$ cat src/rtl/adcres_pkg.sv
package adcres_pkg;

   // Register select derived from the byte address
   typedef enum logic [1:0] {
      SEL_LO   = 2'd0,
      SEL_HI   = 2'd1,
      SEL_CTL  = 2'd2,
      SEL_NONE = 2'd3
   } reg_sel_e;

   // Control byte field positions
   localparam int unsigned CTL_START  = 0;
   localparam int unsigned CTL_AUTO   = 1;
   localparam int unsigned CTL_LADJ   = 2;
   localparam int unsigned CTL_FLAG   = 3;
   localparam int unsigned CTL_FIELDS = 4;

endpackage

$ cat src/rtl/adcres_seq.sv
// Conversion sequencer: busy window of CONV_CYCLES ticks, start strobe out
module adcres_seq #(
   parameter int unsigned CONV_CYCLES = 13
) (
   input  logic clk,
   input  logic rst_n,
   input  logic go_req,
   output logic busy,
   output logic start_pulse,
   output logic done
);
   localparam int unsigned CW = (CONV_CYCLES > 2) ? $clog2(CONV_CYCLES) : 1;

   generate
      if (CONV_CYCLES < 2) begin : g_bad_len
         $error("adcres_seq: CONV_CYCLES must be at least 2");
      end
   endgenerate

   logic [CW-1:0] remain_q;

   assign done = busy && (remain_q == '0);

   always_ff @(posedge clk) begin
      if (!rst_n) begin
         busy        <= 1'b0;
         remain_q    <= '0;
         start_pulse <= 1'b0;
      end else begin
         start_pulse <= 1'b0;
         if (busy) begin
            if (remain_q == '0) begin
               busy <= 1'b0;
            end else begin
               remain_q <= remain_q - 1'b1;
            end
         end else if (go_req) begin
            busy        <= 1'b1;
            remain_q    <= CW'(CONV_CYCLES - 1);
            start_pulse <= 1'b1;
         end
      end
   end
endmodule

$ cat src/rtl/adcres_hold.sv
// Result holding register with read lock
module adcres_hold #(
   parameter int unsigned SAMPLE_W = 10
) (
   input  logic                clk,
   input  logic                rst_n,
   input  logic                done,
   input  logic [SAMPLE_W-1:0] sample_in,
   input  logic                rd_lo,
   input  logic                rd_hi,
   output logic [SAMPLE_W-1:0] res_q,
   output logic                lock_q
);
   logic blocked;

   // A low read in the completion cycle already returned the old byte,
   // so it blocks; a high read in that cycle has consumed its byte, so it releases.
   assign blocked = (lock_q && !rd_hi) || rd_lo;

   always_ff @(posedge clk) begin
      if (!rst_n) begin
         res_q  <= '0;
         lock_q <= 1'b0;
      end else begin
         if (done && !blocked) begin
            res_q <= sample_in;
         end
         if (rd_lo) begin
            lock_q <= 1'b1;
         end else if (rd_hi) begin
            lock_q <= 1'b0;
         end
      end
   end
endmodule

$ cat src/rtl/adcres_fmt.sv
// Byte-pair formatter: right- or left-adjusted view of the stored sample
module adcres_fmt #(
   parameter int unsigned SAMPLE_W = 10,
   parameter int unsigned BYTE_W   = 8
) (
   input  logic [SAMPLE_W-1:0] sample,
   input  logic                left_adj,
   output logic [BYTE_W-1:0]   lo_byte,
   output logic [BYTE_W-1:0]   hi_byte
);
   localparam int unsigned PAIR_W = 2 * BYTE_W;
   localparam int unsigned PAD_W  = PAIR_W - SAMPLE_W;

   logic [PAIR_W-1:0] right_view;
   logic [PAIR_W-1:0] left_view;
   logic [PAIR_W-1:0] pair;

   generate
      if (PAD_W == 0) begin : g_full
         assign right_view = sample;
         assign left_view  = sample;
      end else begin : g_padded
         assign right_view = {{PAD_W{1'b0}}, sample};
         assign left_view  = {sample, {PAD_W{1'b0}}};
      end
   endgenerate

   assign pair    = left_adj ? left_view : right_view;
   assign lo_byte = pair[BYTE_W-1:0];
   assign hi_byte = pair[PAIR_W-1:BYTE_W];
endmodule

$ cat src/rtl/adcres_flag.sv
// Completion flag: set wins over clear
module adcres_flag (
   input  logic clk,
   input  logic rst_n,
   input  logic set_i,
   input  logic clr_i,
   output logic flag_q
);
   always_ff @(posedge clk) begin
      if (!rst_n) begin
         flag_q <= 1'b0;
      end else if (set_i) begin
         flag_q <= 1'b1;
      end else if (clr_i) begin
         flag_q <= 1'b0;
      end
   end
endmodule

$ cat src/rtl/adc_result_ctl.sv
module adc_result_ctl
   import adcres_pkg::*;
#(
   parameter int unsigned SAMPLE_W    = 10,
   parameter int unsigned BYTE_W      = 8,
   parameter int unsigned ADDR_W      = 2,
   parameter int unsigned CONV_CYCLES = 13
) (
   input  logic                clk,
   input  logic                rst_n,
   input  logic                bus_wr,
   input  logic                bus_rd,
   input  logic [ADDR_W-1:0]   bus_addr,
   input  logic [BYTE_W-1:0]   bus_wdata,
   output logic [BYTE_W-1:0]   bus_rdata,
   input  logic                tmr_cmp_match,
   output logic                conv_start,
   input  logic [SAMPLE_W-1:0] conv_sample,
   output logic                irq,
   input  logic                irq_ack
);
   generate
      if (SAMPLE_W <= BYTE_W || SAMPLE_W > 2 * BYTE_W) begin : g_bad_width
         $error("adc_result_ctl: SAMPLE_W must lie in (BYTE_W, 2*BYTE_W]");
      end
      if (BYTE_W < CTL_FIELDS) begin : g_bad_byte
         $error("adc_result_ctl: BYTE_W too narrow for control fields");
      end
      if (ADDR_W < 2) begin : g_bad_addr
         $error("adc_result_ctl: ADDR_W must be at least 2");
      end
   endgenerate

   reg_sel_e sel;
   logic     auto_en_q, left_adj_q;
   logic     busy, done, flag_q;
   logic     rd_lo, rd_hi, wr_ctl, go_req, flag_clr;
   logic [SAMPLE_W-1:0] res_q;
   logic                lock_q;
   logic [BYTE_W-1:0]   lo_byte, hi_byte, ctl_byte;
   logic                unused_wdata;

   always_comb begin
      if (bus_addr == ADDR_W'(SEL_LO))       sel = SEL_LO;
      else if (bus_addr == ADDR_W'(SEL_HI))  sel = SEL_HI;
      else if (bus_addr == ADDR_W'(SEL_CTL)) sel = SEL_CTL;
      else                                   sel = SEL_NONE;
   end

   assign rd_lo    = bus_rd && (sel == SEL_LO);
   assign rd_hi    = bus_rd && (sel == SEL_HI);
   assign wr_ctl   = bus_wr && (sel == SEL_CTL);
   assign go_req   = (wr_ctl && bus_wdata[CTL_START]) || (tmr_cmp_match && auto_en_q);
   assign flag_clr = irq_ack || (wr_ctl && bus_wdata[CTL_FLAG]);
   assign unused_wdata = ^bus_wdata[BYTE_W-1:CTL_FIELDS];

   always_ff @(posedge clk) begin
      if (!rst_n) begin
         auto_en_q  <= 1'b0;
         left_adj_q <= 1'b0;
      end else if (wr_ctl) begin
         auto_en_q  <= bus_wdata[CTL_AUTO];
         left_adj_q <= bus_wdata[CTL_LADJ];
      end
   end

   adcres_seq #(.CONV_CYCLES(CONV_CYCLES)) u_seq (
      .clk         (clk),
      .rst_n       (rst_n),
      .go_req      (go_req),
      .busy        (busy),
      .start_pulse (conv_start),
      .done        (done)
   );

   adcres_hold #(.SAMPLE_W(SAMPLE_W)) u_hold (
      .clk       (clk),
      .rst_n     (rst_n),
      .done      (done),
      .sample_in (conv_sample),
      .rd_lo     (rd_lo),
      .rd_hi     (rd_hi),
      .res_q     (res_q),
      .lock_q    (lock_q)
   );

   adcres_fmt #(.SAMPLE_W(SAMPLE_W), .BYTE_W(BYTE_W)) u_fmt (
      .sample   (res_q),
      .left_adj (left_adj_q),
      .lo_byte  (lo_byte),
      .hi_byte  (hi_byte)
   );

   adcres_flag u_flag (
      .clk    (clk),
      .rst_n  (rst_n),
      .set_i  (done),
      .clr_i  (flag_clr),
      .flag_q (flag_q)
   );

   assign irq = flag_q;

   always_comb begin
      ctl_byte            = '0;
      ctl_byte[CTL_START] = busy;
      ctl_byte[CTL_AUTO]  = auto_en_q;
      ctl_byte[CTL_LADJ]  = left_adj_q;
      ctl_byte[CTL_FLAG]  = flag_q;
   end

   always_comb begin
      unique case (sel)
         SEL_LO:  bus_rdata = lo_byte;
         SEL_HI:  bus_rdata = hi_byte;
         SEL_CTL: bus_rdata = ctl_byte;
         default: bus_rdata = '0;
      endcase
   end
endmodule

$ cat config.mk
export PLATFORM = sky130hd
export DESIGN_NAME = adc_result_ctl
export DESIGN_NICKNAME = d
export VERILOG_FILES = /design/src/rtl/adcres_pkg.sv /design/src/rtl/adcres_seq.sv /design/src/rtl/adcres_hold.sv /design/src/rtl/adcres_fmt.sv /design/src/rtl/adcres_flag.sv /design/src/rtl/adc_result_ctl.sv
export SDC_FILE = /design/constraint.sdc
export NUM_CORES = 1
export LEC_CHECK = 0
export CORE_MARGIN = 4
export CORE_UTILIZATION = 48
export CTS_CLUSTER_DIAMETER = 60
export DETAILED_ROUTE_END_ITERATION = 10
export PLACE_DENSITY = 0.89
export SYNTH_ARGS = -nofsm -noshare
export SYNTH_HDL_FRONTEND = slang
export SYNTH_SLANG_ARGS = --single-unit
export TNS_END_PERCENT = 10
$ cat constraint.sdc
create_clock -name clk -period 3.7 [get_ports clk]
set_clock_uncertainty 0.1 [all_clocks]
set_input_delay 1.11 -clock clk [delete_from_list [all_inputs] [get_ports clk]]
set_output_delay 1.11 -clock clk [all_outputs]
set_load 0.02 [all_outputs]
# Word-level counts from Yosys, hierarchy flattened
# Cells that the tools add are included.
dict set report totals {
  regBits 20
  latchBits 0
  ram_bits 0
  mem_bits_ro 0
  inputBits 26
  output_inout_bits 10
  word_cells 52
  n_memories 0
}
dict set report op_classes {
  n_addsub 1
  n_mul 0
  div_mod_pow 0
  magnitude_cmp 0
  n_eq_ne 5
  n_shift 0
  mux 15
  n_bitwise 1
  reduce_logical 22
}
# operator count
set ops {}
lappend ops {{one-hot mux 8 bit (3 select lines)} 1}
lappend ops {{two-way mux 16 bit} 1}
lappend ops {{two-way mux 4 bit} 3}
lappend ops {{logical AND 1 bit} 9}
lappend ops {{two-way mux 1 bit} 8}
lappend ops {{nonzero test 2 bit} 3}
lappend ops {{== test 2 x 1 -> 1 bit, second input constant} 2}
lappend ops {{== test 2 bit, second input constant} 2}
lappend ops {{zero test 2 bit} 2}
lappend ops {{zero test 4 bit} 1}
lappend ops {{two-way mux 2 bit} 2}
lappend ops {{subtractor 4 x 1 -> 4 bit, second input constant} 1}
lappend ops {{logical OR 1 bit} 3}
lappend ops {{zero test 1 bit} 2}
lappend ops {{!= test 2 bit, second input constant} 1}
lappend ops {{AND reduction 2 bit} 1}
lappend ops {{OR reduction 2 bit} 1}
lappend ops {{inverter 1 bit} 1}

# Depth between registers and ports, before layout
dict set report logic_depth {
  depth_word 11
  depth_mapped 6
  mapped_depth_nobuf 5
}

# By module
# Synthesis repeated with hierarchy kept, for this count alone.
dict set report unflattened {
  hier_cells 133
  area_unflattened_um2 1217.4
}
# module n_inst cells_per_inst area_per_inst_um2 seq_area_each_um2
set modules_own_cells {}
lappend modules_own_cells {adcres_hold 1 47 449.2 220.2}
lappend modules_own_cells {adcres_seq 1 33 296.5 120.1}
lappend modules_own_cells {adc_result_ctl 1 32 272.8 40.0}
lappend modules_own_cells {adcres_fmt 1 18 157.7 0.0}
lappend modules_own_cells {adcres_flag 1 3 41.3 20.0}

# Worst setup path after synthesis
# No wires, ideal clock.
dict set report synth_path {
  kind {input -> output}
  startpoint {input bus_addr[0]}
  endpoint {output bus_rdata[3]}
  t_arrival_ps 2072
  required_ps 2490
  setup_slack_ps 418
  cell_stages 4
  n_path_buf 1
  path_cell_list {buf_2 -> and2_1 -> a22oi_1 -> o21ai_0}
}
dict set report synth_via {
  elab_chain_cells 6
  word_cells_on_any_way 10
  classes_between {eq/ne (4); mux (4); reduce/logical (2)}
}
# item line
set synth_lines {}
lappend synth_lines {{start, declared} adc_result_ctl.sv:13} ;# input logic [ADDR_W-1:0] bus_addr,
lappend synth_lines {{== test 2 bit} adc_result_ctl.sv:46} ;# else if (bus_addr == ADDR_W'(SEL_CTL)) sel = SEL_CTL;
lappend synth_lines {{two-way mux 1 bit} adc_result_ctl.sv:46}
lappend synth_lines {{two-way mux 2 bit} adc_result_ctl.sv:45} ;# else if (bus_addr == ADDR_W'(SEL_HI)) sel = SEL_HI;
lappend synth_lines {{two-way mux 2 bit (*)} adc_result_ctl.sv:44} ;# if (bus_addr == ADDR_W'(SEL_LO)) sel = SEL_LO;
lappend synth_lines {{== test 2 bit, or another cell as far along} adc_result_ctl.sv:113} ;# unique case (sel)
lappend synth_lines {{one-hot mux 8 bit (3 select lines) (*)} adc_result_ctl.sv:113}
lappend synth_lines {{end, declared} adc_result_ctl.sv:15} ;# output logic [BYTE_W-1:0] bus_rdata,
# Mark *: on every way between the ends. The rest lies on a longest branch, timed or not.

# Final worst setup path
dict set report layout_path {
  startpoint {input bus_addr[1]}
  endpoint {output bus_rdata[2]}
}
# Same word-level chain as after synthesis.

==> results_dict.tcl <==
set metrics [dict create \
    syn_nets 157 \
    ys_seq_area_share_pct 36.45 \
    grt_start_max_net_pins 20 \
    clkSinkCount 20 \
    powerDensity_nw_per_um2 300.3 \
    dpl.hpwl_um 2051 \
    antenna_found_initial 0 \
    grt_usage_pct 18.23 \
    peakVddDrop_v 0.0002082 \
    start_util_pct 50.14 \
    cts_tree "built" \
    holdCritPathClass "reg -> reg" \
    end_kind "output port" \
    globalplace.congestion 0.8621 \
    ios 36 \
    clk_path_buf_depth 2 \
    routed_wl_um 2628 \
    final_common_cell "nand2_1" \
    max-cap-violations 0 \
    tightest_slew_ns 0.3161 \
    hold_slack_ns 0.3643 \
    n_antenna_cell 0 \
    clock.fmax_mhz 276.1 \
    die_h_um 55.84 \
    p_total_w 0.0004475 \
    r2r_slack_ns 2.03 \
    postCtsHoldBufs 0 \
    status "finished clean" \
    r2r_cells 6 \
    nNetsFinal 194 \
    rsz0062_at_grt "true" \
    gr-total-overflow 0 \
    cp_data_required_time_ns 2.49 \
    seq_power_share_pct 52.1 \
    path_max_fanout 13 \
    drive_above_1_share_pct 13.94 \
    finalSetupViolations 0 \
    drt-wirelength-per-cell_um 13.62 \
    drt_pre_antenna_iters 4 \
    via_per_inst 5.358 \
    clkPwrFrac_pct 28.7 \
    drt-initial-drc-count 21 \
    crit_type "in -> out" \
    clk_latency_ns 0.30 \
    drv_slew 0 \
    hold_start "u_hold.res_q[8]" \
    r2r_end "u_hold.res_q[0]" \
    drc 0 \
    ys_seq_elements 20 \
    post-route-period-util_pct 97.90 \
    utilization_pct 68.02 \
    yosys.cell_types.count 35 \
    comb_power_share_pct 19.3 \
    p_leak_nw 0.5753 \
    min_period_ns 3.622 \
    p_sw_share_pct 25.64 \
    cts_buffers 3 \
    crit-reg2reg-launch "u_seq.remain_q[0]" \
    synth_area_um2 1099 \
    grt_pass1_wl_um 4629 \
    port_buffers 31 \
    ant_nets 0 \
    vias 1034 \
    die_x_um 55.84 \
    intPower_w 0.0003328 \
    timing.slew.headroom_pct 78.90 \
    cp-start-kind "input port" \
    fillerInstances 187 \
    rows 17 \
    hold_violations 0 \
    clkTransAtPathRegs_ns 0.11 \
    switching_power_w 0.0001147 \
    grt_pass1_vias 1018 \
    hold_path_end "u_hold.res_q[8]" \
    final_cell_mix "nand2_1 (27), clkdlybuf4s50_1 (22), dfxtp_1 (20)" \
    cts_root_buf "clkbuf_4" \
    avgSynthCellArea_um2 8.516 \
    ys_warn_count 0 \
    core-area_um2 2191 \
    min_path_cells 2 \
    area_growth_pct 35.65 \
    htreeDepth 1 \
    die_area_um2 3118 \
    synth_cells 129 \
    arrival_ns 2.41 \
]
## registers in the layout, indices dropped and copies added (netlist names)
signal	count
u_flag.flag_q	1
left_adj_q	1
u_hold.lock_q	1
u_seq.start_pulse	1
u_seq.remain_q	4
auto_en_q	1
u_seq.busy	1
u_hold.res_q	10
## layer usage
| layer | vias to the layer above | part of all wire (%) | global-route usage (%) |
|---|---|---|---|
| met5 | - | 0 | 0 |
| met4 | 0 | 0.80 | 7.797 |
| met3 | 2 | 5.8 | 2.552 |
| met2 | 33 | 49 | 30.91 |
| met1 | 479 | 44 | 22.98 |
| li1 | 520 | - | - |
## power by group through the flow
stage	sequential, W	combinational [W]	clock, W
finish	0.000233	0.0000863	0.000128
global placement	0.000237	0.0000845	0
CTS	0.000233	0.0000871	0.000132
detailed placement	0.000237	0.0000878	0
floorplan	0.000236	0.0000469	0
global route	0.000235	0.0000945	0.000141
## Yosys cell counts (all sizes together)
cell type / count / share of area [%]
a21oi: 8 / 3.6
and2: 3 / 1.7
clkbuf: 6 / 2.0
and3: 1 / 0.57
mux2i: 11 / 10
o21ai: 4 / 1.8
nand4b: 1 / 0.80
nand3b: 3 / 2.0
and4bb: 1 / 1.1
nor2: 8 / 2.7
ha: 2 / 2.3
buf: 2 / 1.5
o31a: 1 / 0.80
a2bb2oi: 1 / 0.80
nor2b: 3 / 1.9
nor4b: 1 / 1.4
nand2: 27 / 9.2
inv: 5 / 1.7
a22oi: 4 / 2.7
nand3: 2 / 0.91
a211oi: 2 / 1.8
nor3b: 3 / 2.5
dfxtp: 20 / 36
nor3: 1 / 0.46
mux2: 2 / 2.0
a311oi: 2 / 1.6
o21a: 2 / 1.4
nand4bb: 1 / 2.5
o21ba: 1 / 0.91
nand2b: 1 / 0.57
## logic make-up after synthesis
group / synth area share (%)
adder cells (fa/ha/maj): 2.278
AO/OA/AOI/OAI: 15.49
buffers and inverters: 5.239
multiplexers: 12.07
flip-flops: 36.45
AND/OR/NAND/NOR: 28.47
## cell type report
cell class | count | area (um2) | area share [%]
timing repair buffer | 40 | 356.6 | 23.93
multi-input combinational | 96 | 643.1 | 43.16
inverter | 5 | 18.77 | 1.259
clock buffer | 4 | 36.28 | 2.435
tap | 28 | 35.03 | 2.351
sequential | 20 | 400.4 | 26.87
## through the flow
step	instances	setup slack (ns)	area [um2]	TNS, ns
2_1_floorplan	129	0.4178	1099	0
3_3_place_gp	189	-0.4421	1473	-3.110
3_5_place_dp	189	-0.5120	1473	-3.368
4_1_cts	193	0.01365	1500	0
5_1_grt	193	-0.007360	1490	-0.007360
6_report	193	0.07777	1490	0
## how the worst max path moves through the flow
stage	cells past startpoint	slack, ns	end	startpoint
floorplan	4	0.42	bus_rdata[3]	bus_addr[0]
global placement	6	-0.44	bus_rdata[1]	bus_addr[0]
detailed placement	6	-0.51	bus_rdata[1]	bus_addr[0]
CTS	6	0.01	bus_rdata[1]	bus_addr[0]
global route	6	-0.007	bus_rdata[3]	bus_addr[1]
finish	6	0.08	bus_rdata[2]	bus_addr[1]
## worst max-delay path, cell delays in order
cell	delay [ns]
clkdlybuf4s50_1	0.43
buf_4	0.19
nor2b_1	0.11
a21oi_1	0.07
o21ai_1	0.14
dlygate4sd2_1	0.35
## what timing repair did
item	in CTS	in global routing
cloned	0	0
buffers inserted	0	0
gates resized for setup	11	7
endpoints found under the setup margin	8	3
Power figures use the tool's default switching activity.
